**src/rtl/bankreg_pkg.sv**
```systemverilog
package bankreg_pkg;
  localparam int MODE_W = 5;
  localparam int BANK_W = 3;
  localparam int NBANK  = 6;
  localparam int FLAG_LSB = 28;
  localparam int IMASK_BIT = 7;
  localparam int FMASK_BIT = 6;

  localparam logic [MODE_W-1:0] MODE_USR = 5'h10;
  localparam logic [MODE_W-1:0] MODE_FIQ = 5'h11;
  localparam logic [MODE_W-1:0] MODE_IRQ = 5'h12;
  localparam logic [MODE_W-1:0] MODE_SVC = 5'h13;
  localparam logic [MODE_W-1:0] MODE_ABT = 5'h17;
  localparam logic [MODE_W-1:0] MODE_UND = 5'h1B;
  localparam logic [MODE_W-1:0] MODE_SYS = 5'h1F;

  localparam logic [BANK_W-1:0] BANK_SHARED = 3'd0;
  localparam logic [BANK_W-1:0] BANK_FIQ    = 3'd1;
  localparam logic [BANK_W-1:0] BANK_IRQ    = 3'd2;
  localparam logic [BANK_W-1:0] BANK_SVC    = 3'd3;
  localparam logic [BANK_W-1:0] BANK_ABT    = 3'd4;
  localparam logic [BANK_W-1:0] BANK_UND    = 3'd5;

  typedef struct packed {
    logic              legal;
    logic              excp;
    logic [BANK_W-1:0] bank;
  } mode_info_t;
endpackage

```
**src/rtl/bankreg_mode_dec.sv**
```systemverilog
module bankreg_mode_dec
  import bankreg_pkg::*;
(
  input  logic [MODE_W-1:0] mode_i,
  output mode_info_t        info_o
);
  always_comb begin
    info_o = '{legal: 1'b0, excp: 1'b0, bank: BANK_SHARED};
    unique case (mode_i)
      MODE_USR, MODE_SYS: info_o.legal = 1'b1;
      MODE_FIQ: info_o = '{legal: 1'b1, excp: 1'b1, bank: BANK_FIQ};
      MODE_IRQ: info_o = '{legal: 1'b1, excp: 1'b1, bank: BANK_IRQ};
      MODE_SVC: info_o = '{legal: 1'b1, excp: 1'b1, bank: BANK_SVC};
      MODE_ABT: info_o = '{legal: 1'b1, excp: 1'b1, bank: BANK_ABT};
      MODE_UND: info_o = '{legal: 1'b1, excp: 1'b1, bank: BANK_UND};
      default: ;
    endcase
  end
endmodule

```
**src/rtl/bankreg_psr.sv**
```systemverilog
module bankreg_psr
  import bankreg_pkg::*;
#(
  parameter int XLEN = 32
) (
  input  logic              clk_i,
  input  logic              rst_ni,
  input  logic              flag_we_i,
  input  logic [3:0]        flag_i,
  input  logic              exc_req_i,
  input  logic [MODE_W-1:0] exc_mode_i,
  input  logic              ret_req_i,
  input  logic              spsr_we_i,
  input  logic [XLEN-1:0]   spsr_wdata_i,
  output logic [XLEN-1:0]   psr_o,
  output logic [XLEN-1:0]   spsr_o,
  output logic [BANK_W-1:0] cur_bank_o,
  output logic              lr_we_o,
  output logic [BANK_W-1:0] lr_bank_o
);
  localparam logic [XLEN-1:0] PSR_RST =
      XLEN'({1'b1, 1'b1, 1'b0, MODE_SVC});

  logic [XLEN-1:0] psr_q, psr_d, flagged, sav;
  logic [XLEN-1:0] saved_q [NBANK];
  mode_info_t cur_info, tgt_info, sav_info;
  logic do_entry, do_ret;

  bankreg_mode_dec u_cur (.mode_i(psr_q[MODE_W-1:0]), .info_o(cur_info));
  bankreg_mode_dec u_tgt (.mode_i(exc_mode_i),        .info_o(tgt_info));
  bankreg_mode_dec u_sav (.mode_i(sav[MODE_W-1:0]),   .info_o(sav_info));

  assign sav      = saved_q[cur_info.bank];
  assign do_entry = exc_req_i && tgt_info.excp;
  assign do_ret   = ret_req_i && !do_entry && cur_info.excp && sav_info.legal;

  always_comb begin
    flagged = psr_q;
    if (flag_we_i) flagged[FLAG_LSB +: 4] = flag_i;
  end

  always_comb begin
    psr_d = flagged;
    if (do_entry) begin
      psr_d[MODE_W-1:0] = exc_mode_i;
      psr_d[IMASK_BIT]  = 1'b1;
      psr_d[FMASK_BIT]  = flagged[FMASK_BIT] | (tgt_info.bank == BANK_FIQ);
    end else if (do_ret) begin
      psr_d = sav;
    end
  end

  always_ff @(posedge clk_i or negedge rst_ni) begin
    if (!rst_ni) begin
      psr_q <= PSR_RST;
      for (int b = 0; b < NBANK; b++) saved_q[b] <= '0;
    end else begin
      psr_q <= psr_d;
      if (spsr_we_i && cur_info.excp) saved_q[cur_info.bank] <= spsr_wdata_i;
      if (do_entry) saved_q[tgt_info.bank] <= flagged;  // entry save wins
    end
  end

  assign psr_o      = psr_q;
  assign spsr_o     = cur_info.excp ? sav : psr_q;
  assign cur_bank_o = cur_info.bank;
  assign lr_we_o    = do_entry;
  assign lr_bank_o  = tgt_info.bank;

  a_r1_mode_legal: assert property (@(posedge clk_i) disable iff (!rst_ni)
    cur_info.legal);
  a_r7_entry_mode: assert property (@(posedge clk_i) disable iff (!rst_ni)
    do_entry |=> psr_q[MODE_W-1:0] == $past(exc_mode_i) && psr_q[IMASK_BIT]);
  a_r7_entry_save: assert property (@(posedge clk_i) disable iff (!rst_ni)
    do_entry |=> saved_q[$past(tgt_info.bank)] == $past(flagged));
  a_r8_illegal_ignored: assert property (@(posedge clk_i) disable iff (!rst_ni)
    (exc_req_i && !tgt_info.excp && !ret_req_i && !flag_we_i) |=> $stable(psr_q));
  a_r9_return_restore: assert property (@(posedge clk_i) disable iff (!rst_ni)
    do_ret |=> psr_q == $past(sav));
  a_r10_shared_spsr_noeffect: assert property (@(posedge clk_i) disable iff (!rst_ni)
    (spsr_we_i && !cur_info.excp) |=> $stable(saved_q[BANK_SHARED]));
endmodule

```
**src/rtl/bankreg_gpr.sv**
```systemverilog
module bankreg_gpr
  import bankreg_pkg::*;
#(
  parameter int XLEN = 32,
  parameter int NREG = 16,
  localparam int AW  = $clog2(NREG)
) (
  input  logic              clk_i,
  input  logic              rst_ni,
  input  logic [BANK_W-1:0] cur_bank_i,
  input  logic [AW-1:0]     rd_a_addr_i,
  output logic [XLEN-1:0]   rd_a_data_o,
  input  logic [AW-1:0]     rd_b_addr_i,
  output logic [XLEN-1:0]   rd_b_data_o,
  input  logic              wr_en_i,
  input  logic [AW-1:0]     wr_addr_i,
  input  logic [XLEN-1:0]   wr_data_i,
  input  logic [XLEN-1:0]   pc_i,
  input  logic              lr_we_i,
  input  logic [BANK_W-1:0] lr_bank_i,
  input  logic [XLEN-1:0]   lr_data_i
);
  localparam int NSHARED = NREG - 3;
  localparam logic [AW-1:0] SP_IDX = AW'(NREG - 3);
  localparam logic [AW-1:0] LR_IDX = AW'(NREG - 2);
  localparam logic [AW-1:0] PC_IDX = AW'(NREG - 1);

  logic [XLEN-1:0] shared_q [NSHARED];
  logic [XLEN-1:0] sp_q [NBANK];
  logic [XLEN-1:0] lr_q [NBANK];
  logic [AW-1:0]   raddr [2];
  logic [XLEN-1:0] rdata [2];

  assign raddr[0]    = rd_a_addr_i;
  assign raddr[1]    = rd_b_addr_i;
  assign rd_a_data_o = rdata[0];
  assign rd_b_data_o = rdata[1];

  for (genvar p = 0; p < 2; p++) begin : g_rd
    always_comb begin
      if (raddr[p] == PC_IDX)      rdata[p] = pc_i;
      else if (raddr[p] == LR_IDX) rdata[p] = lr_q[cur_bank_i];
      else if (raddr[p] == SP_IDX) rdata[p] = sp_q[cur_bank_i];
      else                         rdata[p] = shared_q[raddr[p]];
    end
  end

  always_ff @(posedge clk_i or negedge rst_ni) begin
    if (!rst_ni) begin
      for (int r = 0; r < NSHARED; r++) shared_q[r] <= '0;
      for (int b = 0; b < NBANK; b++) begin
        sp_q[b] <= '0;
        lr_q[b] <= '0;
      end
    end else begin
      if (wr_en_i && wr_addr_i < SP_IDX) shared_q[wr_addr_i] <= wr_data_i;
      if (wr_en_i && wr_addr_i == SP_IDX) sp_q[cur_bank_i] <= wr_data_i;
      if (wr_en_i && wr_addr_i == LR_IDX) lr_q[cur_bank_i] <= wr_data_i;
      if (lr_we_i) lr_q[lr_bank_i] <= lr_data_i;  // entry wins
    end
  end

  a_r3_sp_bank_write: assert property (@(posedge clk_i) disable iff (!rst_ni)
    (wr_en_i && wr_addr_i == SP_IDX) |=> sp_q[$past(cur_bank_i)] == $past(wr_data_i));
  a_r11_entry_lr_wins: assert property (@(posedge clk_i) disable iff (!rst_ni)
    lr_we_i |=> lr_q[$past(lr_bank_i)] == $past(lr_data_i));
  a_r4_pc_write_keeps_lr: assert property (@(posedge clk_i) disable iff (!rst_ni)
    (wr_en_i && wr_addr_i == PC_IDX && !lr_we_i) |=> $stable(lr_q[cur_bank_i]));
endmodule

```
**src/rtl/banked_regfile.sv**
```systemverilog
module banked_regfile
  import bankreg_pkg::*;
#(
  parameter int XLEN = 32,
  parameter int NREG = 16,
  localparam int AW  = $clog2(NREG)
) (
  input  logic              clk_i,
  input  logic              rst_ni,
  input  logic [AW-1:0]     rd_a_addr_i,
  output logic [XLEN-1:0]   rd_a_data_o,
  input  logic [AW-1:0]     rd_b_addr_i,
  output logic [XLEN-1:0]   rd_b_data_o,
  input  logic              wr_en_i,
  input  logic [AW-1:0]     wr_addr_i,
  input  logic [XLEN-1:0]   wr_data_i,
  input  logic [XLEN-1:0]   pc_i,
  output logic              branch_o,
  output logic [XLEN-1:0]   branch_addr_o,
  input  logic              flag_we_i,
  input  logic [3:0]        flag_i,
  input  logic              exc_req_i,
  input  logic [MODE_W-1:0] exc_mode_i,
  input  logic [XLEN-1:0]   exc_ret_addr_i,
  input  logic              ret_req_i,
  input  logic              spsr_we_i,
  input  logic [XLEN-1:0]   spsr_wdata_i,
  output logic [XLEN-1:0]   spsr_o,
  output logic [XLEN-1:0]   psr_o,
  output logic [MODE_W-1:0] mode_o
);
  localparam logic [AW-1:0] PC_IDX = AW'(NREG - 1);

  logic [BANK_W-1:0] cur_bank, lr_bank;
  logic              lr_we;

  bankreg_psr #(.XLEN(XLEN)) u_psr (
    .clk_i, .rst_ni,
    .flag_we_i, .flag_i,
    .exc_req_i, .exc_mode_i, .ret_req_i,
    .spsr_we_i, .spsr_wdata_i,
    .psr_o, .spsr_o,
    .cur_bank_o(cur_bank),
    .lr_we_o(lr_we),
    .lr_bank_o(lr_bank)
  );

  bankreg_gpr #(.XLEN(XLEN), .NREG(NREG)) u_gpr (
    .clk_i, .rst_ni,
    .cur_bank_i(cur_bank),
    .rd_a_addr_i, .rd_a_data_o,
    .rd_b_addr_i, .rd_b_data_o,
    .wr_en_i, .wr_addr_i, .wr_data_i,
    .pc_i,
    .lr_we_i(lr_we),
    .lr_bank_i(lr_bank),
    .lr_data_i(exc_ret_addr_i)
  );

  assign mode_o        = psr_o[MODE_W-1:0];
  assign branch_o      = wr_en_i && (wr_addr_i == PC_IDX);
  assign branch_addr_o = wr_data_i;
endmodule

```
**config.mk**
```make
export PLATFORM = sky130hd
export DESIGN_NAME = banked_regfile
export DESIGN_NICKNAME = d
export VERILOG_FILES = /design/src/rtl/bankreg_pkg.sv /design/src/rtl/bankreg_mode_dec.sv /design/src/rtl/bankreg_psr.sv /design/src/rtl/bankreg_gpr.sv /design/src/rtl/banked_regfile.sv
export SDC_FILE = /design/constraint.sdc
export NUM_CORES = 2
export LEC_CHECK = 0
export BUFFER_PORTS_ARGS = -buffer_cell sky130_fd_sc_hd__buf_4
export CORE_MARGIN = 2
export CORE_UTILIZATION = 60
export DETAILED_ROUTE_END_ITERATION = 10
export PLACE_DENSITY_LB_ADDON = 0.3
export SYNTH_ARGS = -nofsm -noshare
export SYNTH_HDL_FRONTEND = slang
export SYNTH_HIERARCHICAL = 1
export SYNTH_SLANG_ARGS = --single-unit
```
**constraint.sdc**
```tcl
create_clock -name clk_i -period 4.2 [get_ports clk_i]
set_input_delay 0.21 -clock clk_i [delete_from_list [all_inputs] [get_ports clk_i]]
set_output_delay 0.21 -clock clk_i [all_outputs]
set_load 0.005 [all_outputs]
```
==> results by group <==
Setup path
  – Worst setup startpoint: u_psr/psr_o[4]
  – Max incr delay on CP: 0.68 ns
  – Req. time, crit path: ~4.0 ns
  – Crit Path Class: reg2out
  – Worst EP arrival: approximately 4 ns
  – Slowest cell on the critical path: dfstp_2
  – Worst R2R Start: u_psr/psr_o[2]
  – Worst path bufs/invs: 2
  – Reg2reg setup slack: 0.60 ns
  – Setup crit end kind: output port
  – CP Max Fanout: 35
  – Worst Reg-to-Reg Cells: 10
  – Critical path cell sequence: and3_4 -> buf_12 -> nand2b_2 -> o22a_1 -> o21ai_0 -> mux2_2 -> a221o_1 -> buf_4
  – CP delay by family, top: compound AO/OA/AOI/OAI gates
  – Worst flop-to-flop path endpoint: u_gpr/lr_q[101]
  – Crit start category: register

Routing
  – Residual DRC count: 0
  – Drt pass-1 iters: 8
  – DRT Wirelength: 200 mm
  – Via/cell ratio: about 7.2
  – Iteration-0 DRC Markers: 6,845
  – Vias: 47,200
  – Final ANT Viol Nets: 0
  – WL/cell: 30.3 µm

Worst hold path
  – WHS Endpoint: u_psr/psr_o[31]
  – Worst hold start: flag_i[3]
  – Hold Path Cell Cnt: 4
  – Min-Delay Path Class: in2reg

Synthesis
  – Synth Instances: approximately 5,000
  – Synth Cell Area: 0.0567 mm²
  – Synthesis Warnings: 6
  – Post-Syn Area per Cell: between 10 and 15 µm²
  – Synthesized net count: between 5,000 and 6,000

Power and ir drop
  – Clk network pwr share: 0.263
  – Sequential power share: 0.373
  – Sw power: 14.1 mW
  – Pint: 25.3 mW
  – Peak supply drop: 0.679 mV
  – Comb power frac: 0.364
  – Sw Share: 0.358
  – Pwr dens: 606 mW/mm²
  – Tot Pwr: 39.3 mW
  – Leakage: 27.0 nW

Timing
  – Final hold violations: 0
  – Slack of the critical path: -0.00356 ns
  – Final slew viol count: 0
  – Fin crit share: 1.00
  – Worst slew margin: 0.120
  – # setup viols final: 1
  – FMAX: 0.238 GHz
  – Final setup skew: 0.0297 ns
  – Setup_tns: -0.00356 ns
  – Slew @ Worst Pin: approximately 1.3 ns
  – Fin crit period: 4.20 ns

Layout
  – Final #Nets: about 5,400
  – Post-route cell area: 0.0649 mm²
  – Final core occ: 0.694
  – P&R area growth vs syn: 14.5%
  – Layout cells sized above 1: 0.319

Global route
  – Vias in the first global route: 46,900
  – Pin count of the biggest net entering global routing: around 130
  – Total congestion overflow: 0
  – Global-route wire length before repair: 299 mm
  – Total track usage: 0.404
  – Initial antenna violation count: 12

Placed design
  – Detail Placement HPWL: 123 mm
  – Placer Congestion: 0.968
  – DP Area: 0.0600 mm²
  – Setup WS pre-CTS: 0.687 ns
  – I/O Buffers: 321

Die
  – DIE HEIGHT: 311 µm
  – Initial Utilization: 0.606
  – Die footprint: 0.0969 mm²
  – Rows: approximately 110
  – Die X-Extent: 311 µm
  – Core area: roughly 0.093 mm²
  – I/O pins: ~320

Outcome
  – Failing checks: negative setup slack
  – Status: complete, but fails checks

Run
  – Max cap viols: 0

CTS
  – Clock slew at reported path FFs: about 0.060 ns
  – Clock Latency Late Sink: about 0.72 ns
  – Deepest clock path buffer count: 3
  – Clk sinks: 1,024
  – Num CTS Buffers: 107
  – H-tree depth: 3
  – CTS tree: yes
  – CTS Root Cell: clkbuf_16
## worst register-to-register path, cell delays in order (launching register included)
cell and delay [ns]:
dfrtp_2 0.52, xnor2_1 0.28, nor2_4 0.11, buf_4 0.23, nand2b_1 0.37, buf_4 0.30
nor3_4 0.11, buf_4 0.60, mux2i_1 0.29, o21ai_1 0.07, dlygate4sd3_1 0.59
## cells in the final DEF (no fill, tap or decap), drive strengths merged, types with 10 or more instances in the layout
cell type	instances
dfrtp	1019
mux2	767
buf	525
o21ai	429
mux2i	364
nand2	260
nand3	227
a31oi	218
nor3	213
a21oi	211
nor2	210
mux4	167
clkbuf	151
dlygate4sd3	97
a22oi	45
o22ai	39
a222oi	36
clkinv	29
o221ai	26
nor2b	25
o22a	21
bufinv	17
a221oi	17
nand2b	17
o2bb2ai	16
or2	16
o211ai	14
a32oi	13
and2	11
a221o	10
or3	10
inv	10
## per-stage QoR
stage	hold WS, ns	cells
floorplan	-0.0856	5111
global placement	0.327	6290
detailed placement	0.337	6290
CTS	0.00155	6587
global route	0.0243	6592
finish	0.0110	6594
## repair_timing
action	in CTS	in global routing
hold buffers	97	0
cloned	2	1
endpoints found under the hold margin	466	0
buffers inserted	2	3
endpoints found under the setup margin	8	28
pin swaps	0	1
resized for setup	3	10
## per-layer routing
| metal | global-route usage | part of all wire | routed length, µm |
|---|---|---|---|
| met1 | 0.520 | 0.36 | 72100 |
| met2 | 0.612 | 0.45 | 89500 |
| met3 | 0.109 | 0.12 | 24300 |
| met4 | 0.251 | 0.069 | 13900 |
| met5 | 0 | 0.00069 | 138 |
## cell type report
cell class	instances	area, µm²
Clock buffer	149	3090
Multi-Input combinational cell	3478	28400
Antenna cell	3	7.51
Inverter	13	48.8
Clock inverter	47	708
Sequential cell	1024	25600
Timing Repair Buffer	626	5450
Fill cell	6687	28600
Tap cell	1254	1570
## worst max-delay path by stage
stage                     depth (start not counted)  slack (ns)               to
final                                             8      -0.004   rd_a_data_o[4]
after global routing                             10   -0.000009  rd_a_data_o[18]
after CTS                                        10        0.05  rd_a_data_o[15]
after detailed placement                          9        0.69  rd_b_data_o[20]
after global placement                           11        0.75   rd_a_data_o[2]
after floorplan                                  17        1.12   u_psr/psr_o[2]
## flip-flops by register name, indices dropped and copies added, names as in the netlist
register and cells:
u_psr/psr_o 32, u_gpr/shared_q 416, u_gpr/lr_q 192, u_gpr/sp_q 192
u_psr/saved_q 192
## power groups by stage
stage / combinational [mW] / sequential, mW / clock (mW)
floorplan: 8.92 / 13.8 / 0
global placement: 13.2 / 14.5 / 0
detailed placement: 13.5 / 14.7 / 0
CTS: 13.8 / 14.5 / 10.4
global route: 15.0 / 14.9 / 10.8
finish: 14.3 / 14.7 / 10.4
Power figures use the tool's default switching activity.
